File: config.mk
export PLATFORM = sky130hd
export DESIGN_NAME = nco_phase_ctrl
export DESIGN_NICKNAME = d
export VERILOG_FILES = /design/src/rtl/nco_pkg.sv /design/src/rtl/nco_ctl_regs.sv /design/src/rtl/nco_phase_acc.sv /design/src/rtl/nco_phase_out.sv /design/src/rtl/nco_phase_ctrl.sv
export SDC_FILE = /design/constraint.sdc
export NUM_CORES = 1
export LEC_CHECK = 0
export ABC_AREA = 1
export BUFFER_PORTS_ARGS = -buffer_cell sky130_fd_sc_hd__buf_2
export CAP_MARGIN = 10
export CORE_ASPECT_RATIO = 0.6
export CORE_MARGIN = 2
export CORE_UTILIZATION = 45
export DETAILED_ROUTE_END_ITERATION = 12
export HOLD_SLACK_MARGIN = 0.05
export PLACE_DENSITY = 0.73
export SETUP_SLACK_MARGIN = 0.2
export SYNTH_ARGS = -nofsm -noshare
export SYNTH_HDL_FRONTEND = slang
export SYNTH_SLANG_ARGS = --single-unit
File: constraint.sdc
create_clock -name clk -period 3.6 [get_ports clk]
set_input_delay 0 -clock clk [delete_from_list [all_inputs] [get_ports clk]]
set_output_delay 0 -clock clk [all_outputs]
set_load 0.1 [all_outputs]
File: src/rtl/nco_pkg.sv
package nco_pkg;

    localparam int PHASE_W   = 32;
    localparam int PSK_W     = 3;
    localparam int ADDR_W    = 2;
    localparam int PSK_SHIFT = PHASE_W - PSK_W;

    typedef logic [PHASE_W-1:0] phase_t;
    typedef logic [PSK_W-1:0]   psk_t;

    typedef enum logic [ADDR_W-1:0] {
        SEL_CENTER = 2'd0,
        SEL_OFFSET = 2'd1,
        SEL_PHASE  = 2'd2,
        SEL_NONE   = 2'd3
    } nco_sel_e;

    typedef struct packed {
        phase_t center;
        phase_t offset;
        phase_t poff;
    } nco_ctl_t;

    // k eighths of a turn expressed as a phase word
    function automatic phase_t psk_rot(input psk_t k);
        return phase_t'(k) << PSK_SHIFT;
    endfunction

    // per-clock increment from the two frequency terms, wraps
    function automatic phase_t freq_step(input nco_ctl_t c);
        return c.center + c.offset;
    endfunction

endpackage

File: src/rtl/nco_ctl_regs.sv
module nco_ctl_regs
    import nco_pkg::*;
(
    input  logic     clk,
    input  logic     rst,
    input  logic     wr_en,
    input  nco_sel_e wr_sel,
    input  phase_t   wr_data,
    input  logic     freq_load,
    input  logic     phase_load,
    output nco_ctl_t shd,
    output nco_ctl_t act
);

    nco_ctl_t shd_q, act_q;

    always_ff @(posedge clk) begin
        if (rst) begin
            shd_q <= '0;
        end else if (wr_en) begin
            unique case (wr_sel)
                SEL_CENTER: shd_q.center <= wr_data;
                SEL_OFFSET: shd_q.offset <= wr_data;
                SEL_PHASE:  shd_q.poff   <= wr_data;
                default:    shd_q        <= shd_q;
            endcase
        end
    end

    always_ff @(posedge clk) begin
        if (rst) begin
            act_q <= '0;
        end else begin
            if (freq_load) begin
                act_q.center <= shd_q.center;
                act_q.offset <= shd_q.offset;
            end
            if (phase_load) begin
                act_q.poff <= shd_q.poff;
            end
        end
    end

    assign shd = shd_q;
    assign act = act_q;

endmodule

File: src/rtl/nco_phase_acc.sv
module nco_phase_acc
    import nco_pkg::*;
(
    input  logic   clk,
    input  logic   rst,
    input  logic   ce,
    input  logic   clear,
    input  phase_t step,
    output phase_t acc
);

    phase_t acc_q;

    always_ff @(posedge clk) begin
        if (rst || clear) begin
            acc_q <= '0;
        end else if (ce) begin
            acc_q <= acc_q + step;
        end
    end

    assign acc = acc_q;

endmodule

File: src/rtl/nco_phase_out.sv
module nco_phase_out
    import nco_pkg::*;
(
    input  logic   clk,
    input  logic   rst,
    input  phase_t acc,
    input  phase_t poff,
    input  psk_t   psk,
    output phase_t phase
);

    phase_t shift_total;
    phase_t phase_q;

    always_comb begin
        shift_total = poff + psk_rot(psk);
    end

    always_ff @(posedge clk) begin
        if (rst) begin
            phase_q <= '0;
        end else begin
            phase_q <= acc + shift_total;
        end
    end

    assign phase = phase_q;

endmodule

File: src/rtl/nco_phase_ctrl.sv
module nco_phase_ctrl
    import nco_pkg::*;
(
    input  logic               clk,
    input  logic               rst,
    input  logic               ce,
    input  logic               clear,
    input  logic               wr_en,
    input  logic [ADDR_W-1:0]  wr_addr,
    input  logic [PHASE_W-1:0] wr_data,
    input  logic               freq_load,
    input  logic               phase_load,
    input  logic [PSK_W-1:0]   psk_sel,
    output logic [PHASE_W-1:0] phase_o
);

    nco_ctl_t shd, act;
    phase_t   step;
    phase_t   acc_q;
    phase_t   phase_w;

    nco_ctl_regs u_regs (
        .clk        (clk),
        .rst        (rst),
        .wr_en      (wr_en),
        .wr_sel     (nco_sel_e'(wr_addr)),
        .wr_data    (wr_data),
        .freq_load  (freq_load),
        .phase_load (phase_load),
        .shd        (shd),
        .act        (act)
    );

    assign step = freq_step(act);

    nco_phase_acc u_acc (
        .clk   (clk),
        .rst   (rst),
        .ce    (ce),
        .clear (clear),
        .step  (step),
        .acc   (acc_q)
    );

    nco_phase_out u_out (
        .clk   (clk),
        .rst   (rst),
        .acc   (acc_q),
        .poff  (act.poff),
        .psk   (psk_sel),
        .phase (phase_w)
    );

    assign phase_o = phase_w;

endmodule

==> results by group <==
Power
  – Sequential Power Share: 0.432
  – Pwr Density: 459 nW/um^2
  – Total power: 7.19 mW
  – Pleak: 7.76 nW
  – Sw frac: 0.304
  – P_int: 5.00 mW
  – Switching power total: 2.19 mW
  – Logic pwr share: 0.180
  – Clock share of power: 0.388
  – Worst VDD drop: 316 uV

Drt
  – DRC viols: 0
  – Final WL: 40.7 mm
  – DRT antenna net count: 0
  – WL/cell: 16.6 um
  – DR top layer: met4
  – WL met2: 15.9 mm
  – Via count: 12800
  – Met3 routed WL: 3.75 mm
  – Drt initial violations: 1315
  – DR pass1 iterations: 5
  – Metal-1 WL: 20.2 mm
  – Vias per cell: 5.19

Layout
  – Register area: 5120 sq um
  – Final antenna diode count: 0
  – Final core area utilization: 0.522
  – Area of the multi-input gates: 7450 sq um
  – Final nets: 2200
  – Final Instance Count excl. Fillers: 2457
  – # fillers: 2921
  – Design area: 15600 sq um
  – Area delta synth->final: 14.1%
  – Layout cell share with drive strength beyond 1: 0.0776

Clock tree
  – Clk Latency, worst-skew pair: 0.55 ns
  – Sink Count: 256
  – Clk slew on worst S/H paths: 0.07 ns
  – H-tree Lvls: 1
  – CTS tree: built
  – Number of buffers created by CTS: 25
  – Clock Path Buffers: 3
  – Clk root buf: clkbuf_16
  – Setup Buffers After CTS: 0
  – Hold Buf Count CTS: 35
  – PostCTS Resize Cnt: 0

Critical path
  – CP arrival: 3.23 ns
  – Worst path required time: 4.04 ns
  – Ordered list of cells on the worst path: fa_1 > ha_1 > fa_1 > nand3_1 > nand3_1 > nand2_1 > nand2_1 > nand2_1 > nand2_1 > nand2_1 > nand2_1 > o21ai_1 > inv_1
  – Most Frequent Cell on Critical Path: nand2_1
  – Crit end category: flip-flop
  – Crit path launch type: flip-flop
  – Crit-path slowest cell: fa_1
  – CP peak stage delay: 0.46 ns
  – Worst Path Max Fanout: 4
  – Path depth of the worst reg2reg path: 13
  – CP Class: reg -> reg

Synth
  – Top cell type's share of synthesized area: 0.374
  – Post-synth ARST share: 0
  – Top-count cell post-synth: nor2_1
  – Post-synth EDFFs: 0
  – Post-synth cell types: 37
  – Syn Nets: 2124
  – Seq cells post-synth: 256
  – Area contributors post-synth: dfxtp_1 (37%), nor2_1 (11%), nand2_1 (9.4%)
  – Synth top cells by count: nor2_1 (420), nand2_1 (343), dfxtp_1 (256)
  – Part of the Yosys area used for sequential elements: 0.374
  – Ys flop type: dfxtp_1
  – Post-Syn Instances: 1956
  – Largest area contributor in the netlist: dfxtp_1
  – Synthesized area: 13700 sq um
  – YS warnings: 0
  – Avg Cell Area, Syn: 7.01 sq um

Place
  – DP HPWL: 29.8 mm
  – Cells after DPL: 2377
  – Placed Instance Area: 14400 sq um
  – RePlAce Congestion: 0.988
  – Setup WS pre-CTS: 0.847 ns
  – Port Buffers: 75

STA
  – Worst hold margin: 0.0989 ns
  – RSZ-0062 raised after global routing: no
  – Peak Freq: 0.359 GHz
  – Fin crit share: 0.773
  – Max-slew headroom: 0.217
  – Min Tclk post-route: 2.78 ns
  – Worst-margin pin slew: 1.18 ns
  – Number of hold violations in the final report: 0
  – Final setup viols: 0
  – Final worst slack: 0.817 ns
  – Final setup TNS: 0 ns
  – Pins over their slew limit: 0
  – Skew final: 0.0137 ns

Global routing
  – Global-route wire length before repair: 63.2 mm
  – Antenna violations before repair: 0
  – Global route total overflow: 0
  – Total track usage: 0.250
  – Vias in the first global route: 11600
  – Pin count of the biggest net entering global routing: 126

Floorplanning
  – Core area: 30000 sq um
  – Core Rows: 49
  – DIE AREA: 31900 sq um
  – Die W: 229 um
  – Starting density of the core: 0.458
  – IO Pins: 76
  – Die Y: 139 um

Hold path
  – Hold Path Class: in -> reg
  – Hold Crit Depth: 4

Job
  – Max-cap violations: 0

Outcome
  – Status: finished clean
## cell type report
class	instances	share of cell area
sequential	256	0.327
multi-input combinational	1398	0.476
clock inverter	15	0.0123
tap	408	0.0326
clock buffer	29	0.0422
inverter	230	0.0553
timing repair buffer	121	0.0537
## flip-flops by register name, indices dropped and copies added (netlist names)
name,cells
u_acc.acc,32
u_regs.act,96
u_out.phase,32
u_regs.shd,96
## routing by layer
metal,up-vias,track usage
met5,-,0
met4,0,0.0560
met3,53,0.0549
met2,467,0.350
met1,5878,0.387
li1,6358,-
## power groups by stage
| stage | clock network, mW | logic, mW | registers [mW] |
|---|---|---|---|
| finish | 2.79 | 1.29 | 3.11 |
| global route | 2.95 | 1.43 | 3.12 |
| CTS | 2.82 | 1.27 | 3.11 |
| detailed placement | 0 | 1.24 | 3.17 |
| global placement | 0 | 1.22 | 3.17 |
| floorplan | 0 | 0.711 | 3.36 |
## path summary, 6_finish.rpt
path,startpoint,end,slack (ns)
max,u_acc.acc[1]$_SDFFE_PP0P_,u_acc.acc[17]$_SDFFE_PP0P_,0.82
min reg2reg,u_regs.shd[25]$_SDFFE_PP0P_,u_regs.shd[25]$_SDFFE_PP0P_,0.45
min,ce,u_acc.acc[2]$_SDFFE_PP0P_,0.1
max reg2reg,u_acc.acc[1]$_SDFFE_PP0P_,u_acc.acc[17]$_SDFFE_PP0P_,0.82
## layout by cell type (no fill, tap or decap), types with 9 or more instances in the layout
| cell type | instances |
|---|---|
| buf_2 | 75 |
| ha_1 | 89 |
| xor2_1 | 15 |
| fa_1 | 35 |
| dfxtp_1 | 256 |
| a21oi_1 | 136 |
| o21ai_1 | 16 |
| dlygate4sd3_1 | 35 |
| nor2_1 | 420 |
| clkbuf_16 | 25 |
| nand2_1 | 343 |
| nand2_2 | 15 |
| nand3_1 | 58 |
| buf_4 | 9 |
| o21ai_0 | 216 |
| inv_1 | 227 |
## logic make-up (layout without fill, tap and decap cells)
kind of cell	Yosys count	count (layout)	synth area share
compound gates	389	389	0.146
fa+ha+maj	124	124	0.132
xor+xnor	20	20	0.0128
buf+inv	302	395	0.0836
simple gates	865	865	0.252
flops	256	256	0.374
## worst max-delay path: cells and delay by family (launching register included)
family                     cells  cell delay (ns)
buffers and inverters          1             0.05
DFF                            1             0.38
adders and majority gates      3             1.18
and+or+nand+nor                8             0.91
AOI/OAI and AO/OA              1             0.16
No activity file was read; power rests on OpenSTA's default activity.
